File: config.mk
export PLATFORM = sky130hd
export DESIGN_NAME = glyph_expander
export DESIGN_NICKNAME = d
export VERILOG_FILES = /design/src/rtl/glyph_expander.sv
export SDC_FILE = /design/constraint.sdc
export NUM_CORES = 1
export LEC_CHECK = 0
export BUFFER_PORTS_ARGS = -buffer_cell sky130_fd_sc_hd__buf_2
export CAP_MARGIN = 10
export CORE_UTILIZATION = 30
export CTS_BUF_LIST = sky130_fd_sc_hd__clkbuf_8
export DETAILED_ROUTE_END_ITERATION = 16
export SLEW_MARGIN = 0
export SYNTH_ARGS = -nofsm -noshare
export SYNTH_HDL_FRONTEND = slang
export SYNTH_SLANG_ARGS = --single-unit
File: constraint.sdc
create_clock -name clk -period 12.9 [get_ports clk]
set_input_delay 0 -clock clk [delete_from_list [all_inputs] [get_ports clk]]
set_output_delay 0 -clock clk [all_outputs]
set_load 0.02 [all_outputs]
File: src/rtl/glyph_expander.sv
module glyph_expander #(
  parameter int          FB_W   = 1280,
  parameter int          FB_H   = 1024,
  parameter int          CMD_AW = 6,
  parameter logic [31:0] OPCODE = 32'h0000_0A21
) (
  input  logic              clk,
  input  logic              rst_n,
  input  logic              start,
  input  logic              depth24,
  output logic              busy,
  output logic              done,
  output logic [CMD_AW-1:0] cmd_addr,
  input  logic [31:0]       cmd_rdata,
  output logic              fb_we,
  output logic [10:0]       fb_x,
  output logic [10:0]       fb_y,
  output logic [23:0]       fb_data,
  output logic              dirty_valid,
  output logic [10:0]       dirty_x0,
  output logic [10:0]       dirty_x1,
  output logic [10:0]       dirty_y0,
  output logic [10:0]       dirty_y1
);
  localparam int XW = 11;
  localparam int YW = 11;
  localparam int LAST_WORD = 10;
  localparam int LAST_ROW  = 21;

  typedef enum logic [2:0] {S_IDLE, S_HRD, S_HCAP, S_BRD, S_BCAP, S_PIX, S_DONE} st_t;

  st_t         st;
  logic [2:0]  hidx;
  logic [31:0] cmd_w;
  logic [XW-1:0] v1x, v2x;
  logic [12:0] v1y;
  logic [15:0] fg, bg;
  logic [31:0] bm;
  logic [3:0]  widx;
  logic        half;
  logic [XW-1:0] pcnt;
  logic        mode24;

  logic [XW-1:0] x1, x2, width;
  logic [12:0]   ydiff;
  logic [YW-1:0] yraw, y1;
  logic          pix_on;

  function automatic logic [23:0] shade(input logic [15:0] c, input logic m24);
    logic [7:0] g;
    g = (c[15:8] == 8'd0) ? 8'd0 : (c[15:8] == 8'd7) ? 8'd192 : 8'd255;
    return m24 ? {g, g, g} : {16'h0, c[7:0]};
  endfunction

  assign x1     = (v1x >= XW'(FB_W)) ? v1x - XW'(FB_W) : v1x;
  assign x2     = (v2x >= XW'(FB_W)) ? v2x - XW'(FB_W) : v2x;
  assign width  = (x2 > x1) ? x2 - x1 : '0;
  assign ydiff  = v1y - 13'd63;
  assign yraw   = {1'b0, ydiff[12:3]};
  assign y1     = (yraw >= YW'(FB_H)) ? yraw - YW'(FB_H) : yraw;

  assign busy    = (st != S_IDLE) && (st != S_DONE);
  assign done    = (st == S_DONE);
  assign fb_we   = (st == S_PIX) && (width != '0);
  assign fb_x    = x1 + pcnt;
  assign fb_y    = y1 + YW'({widx, half});
  assign pix_on  = (pcnt < XW'(16)) && bm[{half, pcnt[3:0]}];
  assign fb_data = shade(pix_on ? fg : bg, mode24);

  assign dirty_valid = done && (cmd_w == OPCODE);
  assign dirty_x0    = x1;
  assign dirty_x1    = x2;
  assign dirty_y0    = y1;
  assign dirty_y1    = y1 + YW'(LAST_ROW);

  always_comb begin
    cmd_addr = '0;
    if (st == S_HRD) begin
      case (hidx)
        3'd0:    cmd_addr = CMD_AW'(0);
        3'd1:    cmd_addr = CMD_AW'(13);
        3'd2:    cmd_addr = CMD_AW'(14);
        3'd3:    cmd_addr = CMD_AW'(16);
        default: cmd_addr = CMD_AW'(29);
      endcase
    end else if (st == S_BRD) begin
      cmd_addr = (widx < 4'd8) ? CMD_AW'(widx) + CMD_AW'(4) : CMD_AW'(widx) + CMD_AW'(22);
    end
  end

  always_ff @(posedge clk or negedge rst_n) begin
    if (!rst_n) begin
      st <= S_IDLE; hidx <= '0; cmd_w <= '0; v1x <= '0; v2x <= '0; v1y <= '0;
      fg <= '0; bg <= '0; bm <= '0; widx <= '0; half <= 1'b0; pcnt <= '0; mode24 <= 1'b0;
    end else begin
      case (st)
        S_IDLE: if (start) begin
          st <= S_HRD; hidx <= '0; mode24 <= depth24;
        end
        S_HRD: st <= S_HCAP;
        S_HCAP: begin
          case (hidx)
            3'd0:    cmd_w <= cmd_rdata;
            3'd1:    begin v1x <= cmd_rdata[29:19]; v1y <= cmd_rdata[12:0]; end
            3'd2:    v2x <= cmd_rdata[29:19];
            3'd3:    fg <= {cmd_rdata[23:16], cmd_rdata[7:0]};
            default: bg <= {cmd_rdata[23:16], cmd_rdata[7:0]};
          endcase
          if (hidx == 3'd4) begin
            widx <= '0; half <= 1'b0; pcnt <= '0;
            st <= (cmd_w == OPCODE) ? S_BRD : S_DONE;
          end else begin
            hidx <= hidx + 3'd1;
            st <= S_HRD;
          end
        end
        S_BRD:  st <= S_BCAP;
        S_BCAP: begin bm <= cmd_rdata; st <= S_PIX; end
        S_PIX: begin
          if (width == '0 || pcnt == width - XW'(1)) begin
            pcnt <= '0;
            half <= ~half;
            if (half) begin
              if (widx == 4'(LAST_WORD)) st <= S_DONE;
              else begin widx <= widx + 4'd1; st <= S_BRD; end
            end
          end else begin
            pcnt <= pcnt + XW'(1);
          end
        end
        S_DONE:  st <= S_IDLE;
        default: st <= S_IDLE;
      endcase
    end
  end
endmodule


## Word level (Yosys, flattened, before mapping)

Index checks and enable logic that the tools add are counted.

| word-level totals | value |
|---|---|
| register bits | 154 |
| input port bits | 36 |
| output and inout port bits | 100 |

| operators by class | value |
|---|---|
| add/subtract/negate cells | 14 |
| order comparisons | 7 |
| eq/ne operators | 21 |
| mux-type cells | 35 |
| bitwise operators | 2 |
| reduce and logical (&&, ||, !) cells | 25 |

Operators with widths:

| operator | count |
|---|---|
| 2-to-1 mux 11 bit | 6 |
| equality test 32 x 12 -> 1 bit, second input constant | 1 |
| 2-to-1 mux 24 bit | 1 |
| 2-to-1 mux 3 bit | 8 |
| 2-to-1 mux 6 bit | 4 |
| >= comparator 11 bit, second input constant | 2 |
| one-hot mux 11 bit (2 select lines) | 1 |
| subtractor 11 bit, second input constant | 2 |
| one-hot mux 5 bit (4 select lines) | 1 |
| one-hot mux 3 bit (6 select lines) | 1 |
| 2-to-1 mux 16 bit | 1 |
| 2-to-1 mux 4 bit | 4 |
| AND reduction 2 bit | 7 |
| subtractor 13 x 6 -> 13 bit, second input constant | 1 |
| equality test 3 x 2 -> 1 bit, second input constant | 4 |
| equality test 3 bit, second input constant | 4 |
| adder 11 x 1 -> 11 bit, second input constant | 1 |
| adder 11 bit | 1 |
| adder 11 x 5 -> 11 bit | 1 |
| adder 11 x 5 -> 11 bit, second input constant | 1 |
| equality test 11 bit | 1 |
| >= comparator 10 x 11 -> 1 bit, second input constant | 1 |
| greater-than comparator 11 bit | 1 |
| zero test 11 bit | 1 |
| other kinds (33) | 48 |

## Longest topological paths before layout

Gate-level depths: netlist (run 1).

| logic depth | value |
|---|---|
| depth in word-level cells | 9 |
| gate-level depth with buffers | 25 |
| gate-level depth less buffers | 22 |

## Worst setup path after synthesis (run 1)

OpenSTA, ideal clock, no wires.

| timing | value |
|---|---|
| kind | reg2reg |
| from | register v1x[9] |
| to | register widx[3] |
| arrival | 5.222 ns |
| path slack | 7.600 ns |
| stages on the path, launching flop included | 25 |
| buffers on the path | 2 |
| period minus slack after synthesis | 5.300 ns |
| cells stage by stage | dfrtp_1 > inv_1 > ha_1 > or4b_1 > or3_1 > and3_1 > o21ai_0 > ha_1 > and3_1 > nand3_1 > nor4_1 > a222oi_1 > buf_4 > nand2b_1 > ha_1 > xnor2_1 > and3_1 > nand4_1 > a221oi_1 > o211ai_1 > and4b_1 > buf_2 > a21boi_2 > or3_1 > a21oi_1 |

| on the way | value |
|---|---|
| cells in the longest elaborated chain, start to end | 9 |

RTL lines:

| item | RTL line | RTL |
|---|---|---|
| from (decl) | 35 | `logic [XW-1:0] v1x, v2x;` |
| from (signal assigned) | 104 | `3'd1: begin v1x <= cmd_rdata[29:19]; v1y <= cmd_rdata[12:0]; end` |
| subtractor 11 bit or >= comparator 11 bit (tied branches) | 55 | `assign x1 = (v1x >= XW'(FB_W)) ? v1x - XW'(FB_W) : v1x;` |
| 2-to-1 mux 11 bit * | 55 |  |
| subtractor 11 bit or greater-than comparator 11 bit (tied branches) | 57 | `assign width = (x2 > x1) ? x2 - x1 : '0;` |
| 2-to-1 mux 11 bit * | 57 |  |
| subtractor 11 x 1 -> 11 bit | 120 | `if (width == '0 \|\| pcnt == width - XW'(1)) begin` |
| equality test 11 bit | 120 |  |
| logical OR 1 bit * | 120 |  |
| != test 2 x 1 -> 1 bit (no source line) * | -- |  |
| AND reduction 5 bit (no source line) * | -- |  |
| to (signal assigned) | 94 | `fg <= '0; bg <= '0; bm <= '0; widx <= '0; half <= 1'b0; pcnt <= '0; mode24 <= 1'b0;` |
| to (signal assigned) | 110 | `widx <= '0; half <= 1'b0; pcnt <= '0;` |
| to (signal assigned) | 125 | `else begin widx <= widx + 4'd1; st <= S_BRD; end` |
| to (decl) | 39 | `logic [3:0] widx;` |

Every way passes the cells marked *; elsewhere a longest branch is shown, timed or not.
A chain may end at the register's enable or synchronous reset.

## Final worst setup path (run 1)

| timing | value |
|---|---|
| from | register v1x[9] |
| to | register pcnt[4] |

| on the way | value |
|---|---|
| cells in the longest elaborated chain, start to end | 9 |

RTL lines:

| item | RTL line | RTL |
|---|---|---|
| subtractor 11 bit or >= comparator 11 bit (tied branches) | 55 |  |
| 2-to-1 mux 11 bit * | 55 |  |
| subtractor 11 bit or greater-than comparator 11 bit (tied branches) | 57 |  |
| 2-to-1 mux 11 bit * | 57 |  |
| subtractor 11 x 1 -> 11 bit | 120 |  |
| equality test 11 bit | 120 |  |
| logical OR 1 bit * | 120 |  |
| 2-to-1 mux 11 bit * | 120 |  |
| one-hot mux 11 bit (2 select lines) * | 96 | `case (st)` |
| to (signal assigned) | 128 | `pcnt <= pcnt + XW'(1);` |
| to (decl) | 41 | `logic [XW-1:0] pcnt;` |

Marks and branches as above.

==> results of run 1 <==
==> worst max path at each step <==
stage / start / end / slack (ns) / cells after the start
after floorplan: v1x[9]$_DFFE_PN0P_ / widx[3]$_DFFE_PN0P_ / 7.60 / 24
after global placement: v1x[9]$_DFFE_PN0P_ / pcnt[10]$_DFFE_PN0P_ / 7.08 / 23
after detailed placement: v1x[9]$_DFFE_PN0P_ / pcnt[10]$_DFFE_PN0P_ / 6.92 / 23
after CTS: v1x[9]$_DFFE_PN0P_ / pcnt[4]$_DFFE_PN0P_ / 6.89 / 23
after global routing: v1x[9]$_DFFE_PN0P_ / pcnt[4]$_DFFE_PN0P_ / 6.31 / 23
final: v1x[9]$_DFFE_PN0P_ / pcnt[4]$_DFFE_PN0P_ / 6.82 / 23
==> cells in the final DEF (no fill, tap or decap), types with 10 or more instances in the layout <==
cell and count:
a21oi_1 29, and3_1 12, buf_2 133, clkbuf_8 18, dfrtp_1 154, dlygate4sd3_1 34
ha_1 42, inv_1 51, mux2_2 132, mux2i_1 16, mux4_2 10, nand2_1 50
nand3_1 23, nor2_1 45, nor2b_1 10, nor3_1 12, nor4_1 10, o21ai_0 47
xnor2_1 44, xor2_1 18
==> cell usage after synthesis, types with 5 or more instances <==
master    number
a211oi_1       5
a21o_1         7
a21oi_1       29
a22o_1         5
a31oi_1        5
and2_1         6
and3_1        12
buf_1          6
buf_4         32
clkbuf_1      29
dfrtp_1      154
ha_1          42
inv_1         51
mux2_2       132
mux2i_1       16
mux4_2        10
nand2_1       50
nand2b_1       5
nand3_1       23
nand4_1        6
nor2_1        45
nor2b_1       10
nor3_1        12
nor4_1        10
nor4b_1        5
o211ai_1       6
o21a_1         6
o21ai_0       47
o21bai_1       5
or3_1          7
xnor2_1       44
xor2_1        18
==> state kept, by name, indices dropped and copies added (netlist names), 4 cells and up <==
register and cells:
bm 32, cmd_w 32, v1y 13, v1x 11
fg 16, v2x 11, widx 4, bg 16
pcnt 11
==> final cells by class <==
| class | count | share of cell area [%] |
|---|---|---|
| inverter | 51 | 1.714 |
| clock buffer | 18 | 2.219 |
| clock inverter | 14 | 1.289 |
| multi-input combinational | 635 | 46.31 |
| timing repair buffer | 173 | 9.446 |
| sequential | 154 | 34.51 |
| tap | 402 | 4.505 |
==> through the flow <==
step / instances / util (%) / area [um2] / hold WS (ns)
2_1_floorplan: 909 / - / 9593 / -0.2956
3_3_place_gp: 1381 / 33.15 / 10430 / 0.1814
3_5_place_dp: 1381 / 33.15 / 10430 / 0.1794
4_1_cts: 1447 / 35.48 / 11170 / 0.0008591
5_1_grt: 1447 / 35.48 / 11170 / 0.01627
6_report: 1447 / 35.48 / 11170 / 0.02733
==> metal layers <==
metal	up-vias	share of wire, %	GRT usage, %
met2	146	49	25.42
met1	3590	45	20.03
met4	0	1.8	4.684
met3	23	3.8	2.479
met5	-	0	0
li1	3478	-	-
==> logic make-up after synthesis <==
family / after synthesis / synth area share [%]
compound gates: 154 / 10.60
other cells: 1 / 0.03909
fa+ha+maj: 46 / 6.208
xor+xnor: 64 / 6.065
simple gates: 212 / 11.43
buf+inv: 120 / 5.974
flops: 154 / 40.17
mux: 158 / 19.51
==> worst max-delay path: cells and delay by family (launching register included) <==
| kind | cells | cell delay, ns |
|---|---|---|
| AO/OA/AOI/OAI | 6 | 1.49 |
| AND/OR/NAND/NOR | 11 | 2.65 |
| XOR/XNOR | 1 | 0.21 |
| flip-flops | 1 | 0.41 |
| buffers and inverters | 2 | 0.31 |
| adder cells (fa/ha/maj) | 3 | 0.91 |
==> out/metrics.cfg, run 1 <==
[timing]
max_slew_margin_pct = 27.85
finalSetupViolCount = 0
grt_setup_unrepaired = no
hold_viol_final = 0
tns_ns = 0
skew_ns = 0.01764
fin_crit_ns = 6.084
tightest_slew_ns = 1.080
finalCritPeriodShare_pct = 47.17
layout_setup_ws_ns = 6.816
fmaxAchievable_ghz = 0.1644
slew_viol_final = 0

[grt]
grt_first_pass_wirelength_um = 39200
globalRouteOverflowTotal = 0
grt_pass1_vias = 7069
antenna_found_initial = 0
grt_use_total_pct = 15.20
grt_max_degree = 100

[die]
num_rows = 65
die_y_um = 180.8
start_util_pct = 30.48
fp.dieW_um = 180.8
ioPinCount = 136
core_region_area_um2 = 31470
dieArea_um2 = 32700

[routing]
vias_per_cell = 5.001
post-route-drc-count = 0
drt_first_iter_violations = 331
post_drt_wl_per_cell_um = 16.92
vias = 7237
drt_first_pass_iters = 5
ant_nets = 0
wl_um = 24480

[place]
post-place-ws_ns = 6.919
dp_hpwl_um = 18520
place.gp.congestion = 0.8690
numPortBuffers = 134

[outcome]
status = finished, final reports clean

[cts]
ctsResizeCount = 0
tritoncts = done
clk_pin_slew_ns = 0.10
worstSkewPairLatency_ns = 0.46
cts_buffers = 17
cts_root_buffer = clkbuf_8
cts_sinks = 154
cts_max_path_buffers = 2
postCtsSetupBuffers = 0
hold_buffers = 34
htreeDepth = 4

[synth]
ys_warn_count = 0
synth-edff-count = 0
synthFlopType = dfrtp_1
yosys.area.top_type = dfrtp_1
yosysUniqueCellTypes = 73
synth.avg_cell_area_um2 = 10.55
synth_top_area_share_pct = 40.17
synth_area_um2 = 9593
ys_ff_latch = 154
synth_seq_area_share_pct = 40.17
synth.net_count = 990
syn_inst = 909
synthTopCellsByArea = dfrtp_1 (40%), mux2_2 (15%), ha_1 (5.5%)
ys_async_sr_fraction_pct = 100.0

[worst_setup_path]
endpoint_kind = register
cp_slowest_stage_delay_ns = 0.47
cp_slowest_cell = ha_1
path_cells = inv_1 -> ha_1 -> or4b_1 -> or3_1 -> and3_1 -> o21ai_0 -> ha_1 -> and3_1 -> nand3_1 -> nor4_1 -> a222oi_1 -> buf_4 -> nand2b_1 -> ha_1 -> xnor2_1 -> and3_1 -> nand4_1 -> a221oi_1 -> o211ai_1 -> and4b_1 -> a21oi_2 -> and3_1 -> a221o_1
r2r-start = v1x[9]$_DFFE_PN0P_
required_ns = 13.24
r2r-end = pcnt[4]$_DFFE_PN0P_
ff2ff_setup_slack_ns = 6.82
startpoint_type = register
arrival_ns = 6.42
cpMostUsedCell = and3_1
cp_max_fo = 18
critical_path_class = register to register
r2r_cells = 23

[cells_and_area]
multi_input_area_um2 = 5171
seq_area_um2 = 3854
drive_gt1_share_pct = 31.00
fillCellCount = 3105
nets = 1113
antennaDiodeCount = 0
syn2layout_area_growth_pct = 16.39

[min_path]
hold_end = hidx[1]$_DFFE_PN0P_
hp-start = start
min_path_type = input pin to register
whs_path_depth = 3

[flow_run]
maxCapViolCount = 0

Power of run 1 is left out: the tool's default activity adds up to more than one toggle a clock period on the data nets, which glitch-free logic cannot reach.
==> inputs of run 2 (changes only) <==
clock period = 5.9 ns   (was 12.9 ns; I/O delays follow)
==> run 2 against run 1 <==
Non-clock buffer count rose by 10. Clock-buffer cell count did not move. Register-to-register slack got worse by 6.4 ns. Largest cell class unchanged.
==> out/metrics.cfg, run 2 (same netlist as run 1, synthesis figures left out) <==
[worst_setup_path]
endpoint_kind = register
required_ns = 6.28  ; -6.96 ns
path_cells = inv_1 -> ha_1 -> or4b_1 -> or3_1 -> and3_1 -> o21ai_2 -> ha_1 -> and3_1 -> nand3_1 -> nor4_2 -> a222oi_1 -> buf_4 -> nand2b_1 -> ha_1 -> xnor2_2 -> xnor2_1 -> o2111ai_1 -> a221oi_1 -> o211ai_1 -> and4b_2 -> a21boi_2 -> or3_1 -> a21oi_1
cp_top_family = simple AND/OR/NAND/NOR gates
cp_slowest_stage_delay_ns = 0.44  ; -0.03 ns
cp.depth = 23  ; unchanged
critPathBufInv = 2  ; unchanged
startpoint_type = register
cp_max_fo = 9  ; -9
critical_path_class = register to register
cp_slowest_cell = or4b_1
arrival_ns = 5.85  ; -0.57 ns
r2r_cells = 23  ; unchanged
cpMostUsedCell = ha_1

[timing]
fin_crit_ns = 5.469  ; -0.6152 ns
tns_ns = 0  ; unchanged
finalCritPeriodShare_pct = 92.70  ; +46 points
finalHoldWorstSlack_ns = 0.04538  ; +0.01805 ns
layout_setup_ws_ns = 0.4308  ; -6.385 ns
fmaxAchievable_ghz = 0.1828  ; +11%
tightest_slew_ns = 1.129  ; +0.04968 ns
max_slew_margin_pct = 24.53  ; -3.3 points
grt_setup_unrepaired = no
finalSetupViolCount = 0  ; unchanged
skew_ns = 0.01873  ; +0.001091 ns
hold_viol_final = 0  ; unchanged
slew_viol_final = 0  ; unchanged

[grt]
grt_use_total_pct = 14.79  ; -0.41 points
grt_first_pass_wirelength_um = 38370  ; -2.1%
grt_max_degree = 104  ; +4.0%
antenna_found_initial = 0  ; unchanged
grt_pass1_vias = 7016  ; -0.75%
globalRouteOverflowTotal = 0  ; unchanged

[cts]
cts_buffers = 17  ; unchanged
worstSkewPairLatency_ns = 0.45  ; about the same
cts_root_buffer = clkbuf_8
clk_pin_slew_ns = 0.09  ; about the same
htreeDepth = 4  ; unchanged
cts_sinks = 154  ; unchanged
cts_max_path_buffers = 2  ; unchanged
tritoncts = done

[flow_run]
maxCapViolCount = 0  ; unchanged

[routing]
vias_per_cell = 5.019  ; +0.34%
ant_nets = 0  ; unchanged
drt_first_iter_violations = 418  ; +26%
wl_um = 24240  ; -0.99%
post-route-drc-count = 0  ; unchanged
post_drt_wl_per_cell_um = 16.63  ; -1.7%
vias = 7312  ; +1.0%
drt_first_pass_iters = 5  ; unchanged

[cells_and_area]
reg_top3 = bm (32), cmd_w (32)
antennaDiodeCount = 0  ; unchanged
fillCellCount = 3089  ; -0.52%
final_cell_mix = dfrtp_1 (154), buf_2 (133), mux2_2 (132), inv_1 (52), nand2_1 (50)
nets = 1123  ; +0.90%
final_common_cell = dfrtp_1
syn2layout_area_growth_pct = 17.54
drive_gt1_share_pct = 31.94  ; +0.94 points

[die]
start_util_pct = 30.48  ; unchanged
fp.dieW_um = 180.8  ; unchanged
ioPinCount = 136  ; unchanged
die_y_um = 180.8  ; unchanged
dieArea_um2 = 32700  ; unchanged
core_region_area_um2 = 31470  ; unchanged
num_rows = 65  ; unchanged

[place]
numPortBuffers = 134  ; unchanged
dp_hpwl_um = 18130  ; -2.1%
post-place-ws_ns = 0.2538  ; -6.665 ns
place.gp.congestion = 0.8500  ; -2.2%

[min_path]
min_path_type = input pin to register
whs_path_depth = 3  ; unchanged

[outcome]
status = finished, final reports clean

-- run 2: cell count changes in the layout (fill, tap and decap cells not counted), sizes merged --
cell | previous run | this run
clkinvlp | 0 | 2
buf | 139 | 148
clkdlybuf4s15 | 0 | 1
bufinv | 0 | 1
clkinv | 3 | 0
-- run 2: repair_timing --
item	CTS	global route
resized for setup	0	6
hold endpoints to repair	234	0
hold buffers	34	0
setup buffers	0	4
setup endpoints to repair	0	16
-- run 2: final cells by class --
cell class	count	area (um2)	share of cell area (%)
multi-input combinational	635	5197	46.09
inverter	51	191.4	1.698
tap	402	503.0	4.461
sequential	154	3854	34.18
timing repair buffer	183	1134	10.05
clock buffer	18	247.7	2.197
clock inverter	14	148.9	1.320
-- run 2: per-layer routing --
| layer | up-vias | global-route usage (%) | part of all wire [%] |
|---|---|---|---|
| li1 | 3507 | - | - |
| met1 | 3608 | 19.87 | 46 |
| met2 | 167 | 24.49 | 48 |
| met3 | 30 | 2.298 | 3.1 |
| met4 | 0 | 4.308 | 2.0 |
| met5 | - | 0 | 0 |
-- run 2: path summary, 6_finish.rpt --
check | slack (ns) | end | startpoint
worst max-delay path | 0.43 | widx[3]$_DFFE_PN0P_ | v1x[9]$_DFFE_PN0P_
worst min-delay path | 0.05 | hidx[1]$_DFFE_PN0P_ | start
worst max register to register | 0.43 | widx[3]$_DFFE_PN0P_ | v1x[9]$_DFFE_PN0P_
worst min register to register | 0.51 | bg[12]$_DFFE_PN0P_ | bg[12]$_DFFE_PN0P_
max in group asynchronous | 4.41 | bg[12]$_DFFE_PN0P_ | rst_n
min in group asynchronous | 0.20 | fg[13]$_DFFE_PN0P_ | rst_n
-- run 2: stage by stage --
step	cell area (um2)	utilization, %	instances
4_1_cts	11210	35.61	1452
3_5_place_dp	10470	33.27	1386
6_report	11280	35.83	1457
2_1_floorplan	9593	-	909
3_3_place_gp	10470	33.27	1386
5_1_grt	11280	35.83	1457
-- run 2: worst min-delay path, cell delays in order --
cell	delay, ns
buf_2	0.11
o21ai_0	0.14
a22o_1	0.21
Power of run 2 is left out for the same reason.
==> inputs of run 3 (changes only) <==
RECOVER_POWER = 25   (was not set)
==> run 3 against run 2 <==
The flow now finishes with violations (capacitance limit, slew limit). First-iteration DRC count unchanged. Non-clock buffer count unchanged. Routed wire length about the same. Clock skew about the same. Register-to-register slack about the same. Fmax about the same. Critical path depth unchanged. Critical path type unchanged.
==> out/metrics.cfg, run 3 (same netlist as run 1, synthesis figures left out) <==
[outcome]
status = finished, violations left
violations = capacitance limit, slew limit

[die]
start_util_pct = 30.48  ; unchanged
dieArea_um2 = 32700  ; unchanged
die_y_um = 180.8  ; unchanged
fp.dieW_um = 180.8  ; unchanged
num_rows = 65  ; unchanged
core_region_area_um2 = 31470  ; unchanged
ioPinCount = 136  ; unchanged

[timing]
fmaxAchievable_ghz = 0.1830  ; about the same
slew_viol_final = 104  ; +104
finalSetupViolCount = 0  ; unchanged
finalCritPeriodShare_pct = 92.63  ; about the same
hold_viol_final = 0  ; unchanged
max_slew_margin_pct = -206.8  ; -230 points
fin_crit_ns = 5.465  ; -0.004237 ns
grt_setup_unrepaired = no
tightest_slew_ns = 4.601  ; +3.472 ns
tns_ns = 0  ; unchanged
finalHoldWorstSlack_ns = 0.04538  ; -0.0000001000 ns
skew_ns = 0.01874  ; +0.0000001000 ns

[cts]
cts_buffers = 17  ; unchanged
cts_max_path_buffers = 2  ; unchanged
tritoncts = done
clk_pin_slew_ns = 0.09  ; about the same
htreeDepth = 4  ; unchanged
worstSkewPairLatency_ns = 0.45  ; about the same
cts_root_buffer = clkbuf_8
cts_sinks = 154  ; unchanged

[worst_setup_path]
path_cells = inv_1 -> ha_1 -> or4b_1 -> or3_1 -> and3_1 -> o21ai_2 -> ha_1 -> and3_1 -> nand3_1 -> nor4_2 -> a222oi_1 -> buf_4 -> nand2b_1 -> ha_1 -> xnor2_2 -> xnor2_1 -> o2111ai_1 -> a221oi_1 -> o211ai_1 -> and4b_2 -> a21boi_2 -> or3_1 -> a21oi_1
cp_slowest_stage_delay_ns = 0.44  ; about the same
arrival_ns = 5.85  ; about the same
cp_slowest_cell = or4b_1
cpMostUsedCell = ha_1
critical_path_class = register to register
cp_max_fo = 9  ; unchanged
cp-startpoint = v1x[9]$_DFFE_PN0P_
r2r_cells = 23  ; unchanged
r2r-start = v1x[9]$_DFFE_PN0P_
r2r-end = widx[3]$_DFFE_PN0P_
ff2ff_setup_slack_ns = 0.44  ; about the same
endpoint_kind = register
required_ns = 6.28  ; about the same
startpoint_type = register

[routing]
drt_first_pass_iters = 6  ; +1
wl_um = 24250  ; about the same
vias_per_cell = 5.023  ; about the same
vias = 7318  ; +0.082%
post_drt_wl_per_cell_um = 16.64  ; about the same
drt_first_iter_violations = 418  ; unchanged
post-route-drc-count = 0  ; unchanged
ant_nets = 0  ; unchanged

[cells_and_area]
reg_top3 = bm (32), cmd_w (32)
drive_gt1_share_pct = 31.85  ; -0.095 points
nets = 1123  ; unchanged
syn2layout_area_growth_pct = 17.52  ; about the same
fin_cells = 1457  ; unchanged
seq_area_um2 = 3854  ; unchanged
final_cell_mix = dfrtp_1 (154), buf_2 (133), mux2_2 (132), inv_1 (52), nand2_1 (50)
antennaDiodeCount = 0  ; unchanged
fillCellCount = 3088  ; -0.032%
multi_input_area_um2 = 5197  ; unchanged
final_common_cell = dfrtp_1

[place]
numPortBuffers = 134  ; unchanged
place.gp.congestion = 0.8500  ; unchanged
dp.cells = 1386  ; unchanged
dp_hpwl_um = 18130  ; unchanged

[grt]
grt_max_degree = 104  ; unchanged
grt_first_pass_wirelength_um = 38370  ; unchanged
globalRouteOverflowTotal = 0  ; unchanged
antenna_found_initial = 0  ; unchanged
grt_pass1_vias = 7016  ; unchanged
grt_use_total_pct = 14.79  ; unchanged

[min_path]
min_path_type = input pin to register
hp-start = start
hold_end = hidx[1]$_DFFE_PN0P_
whs_path_depth = 3  ; unchanged

[flow_run]
maxCapViolCount = 1  ; +1

==> run 3: cell types whose count changed in the layout (fill, tap and decap cells not counted), sizes merged <==
cell,previous run,this run
dlygate4sd2,0,1
buf,148,147
==> run 3: worst max path at each step <==
stage                           endpoint  slack, ns  cells past startpoint
detailed placement   pcnt[9]$_DFFE_PN0P_       0.25                     23
finish               widx[3]$_DFFE_PN0P_       0.44                     23
CTS                  pcnt[4]$_DFFE_PN0P_       0.23                     23
floorplan            widx[3]$_DFFE_PN0P_       0.60                     24
global placement    pcnt[10]$_DFFE_PN0P_       0.42                     23
global route         widx[3]$_DFFE_PN0P_       0.05                     23
==> run 3: worst max-delay path, delay by kind of cell, from the launching register on <==
kind | cells | cell delay, ns
AO/OA/AOI/OAI | 7 | 1.44
XOR/XNOR | 2 | 0.35
adder cells (fa/ha/maj) | 3 | 0.70
buffers and inverters | 2 | 0.33
flip-flops | 1 | 0.41
AND/OR/NAND/NOR | 9 | 2.15
==> run 3: routing by layer <==
layer | up-vias | part of all wire (%) | global-route usage (%)
met1 | 3605 | 46 | 19.87
met5 | - | 0 | 0
li1 | 3506 | - | -
met4 | 0 | 2.0 | 4.308
met3 | 36 | 3.2 | 2.298
met2 | 171 | 48 | 24.49
==> run 3: layout make-up <==
class,instances,share of cell area [%]
Clock buffer,18,2.198
Timing Repair Buffer,183,10.03
Inverter,51,1.698
Tap cell,402,4.462
Multi-Input combinational cell,635,46.10
Clock inverter,14,1.321
Sequential cell,154,34.18
==> run 3: per-stage QoR <==
stage | util, % | instance area, um2 | setup slack [ns]
6_report | 35.82 | 11270 | 0.4351
5_1_grt | 35.82 | 11270 | 0.05137
4_1_cts | 35.61 | 11210 | 0.2269
3_5_place_dp | 33.27 | 10470 | 0.2538
3_3_place_gp | 33.27 | 10470 | 0.4153
2_1_floorplan | - | 9593 | 0.6002
==> run 3: repair_timing <==
action                                  in CTS  in global routing
endpoints found under the setup margin       0                 16
buffers inserted                             0                  4
resized for setup                            0                  6
hold buffers                                34                  0
hold endpoints to repair                   234                  0
Power of run 3 is left out for the same reason.
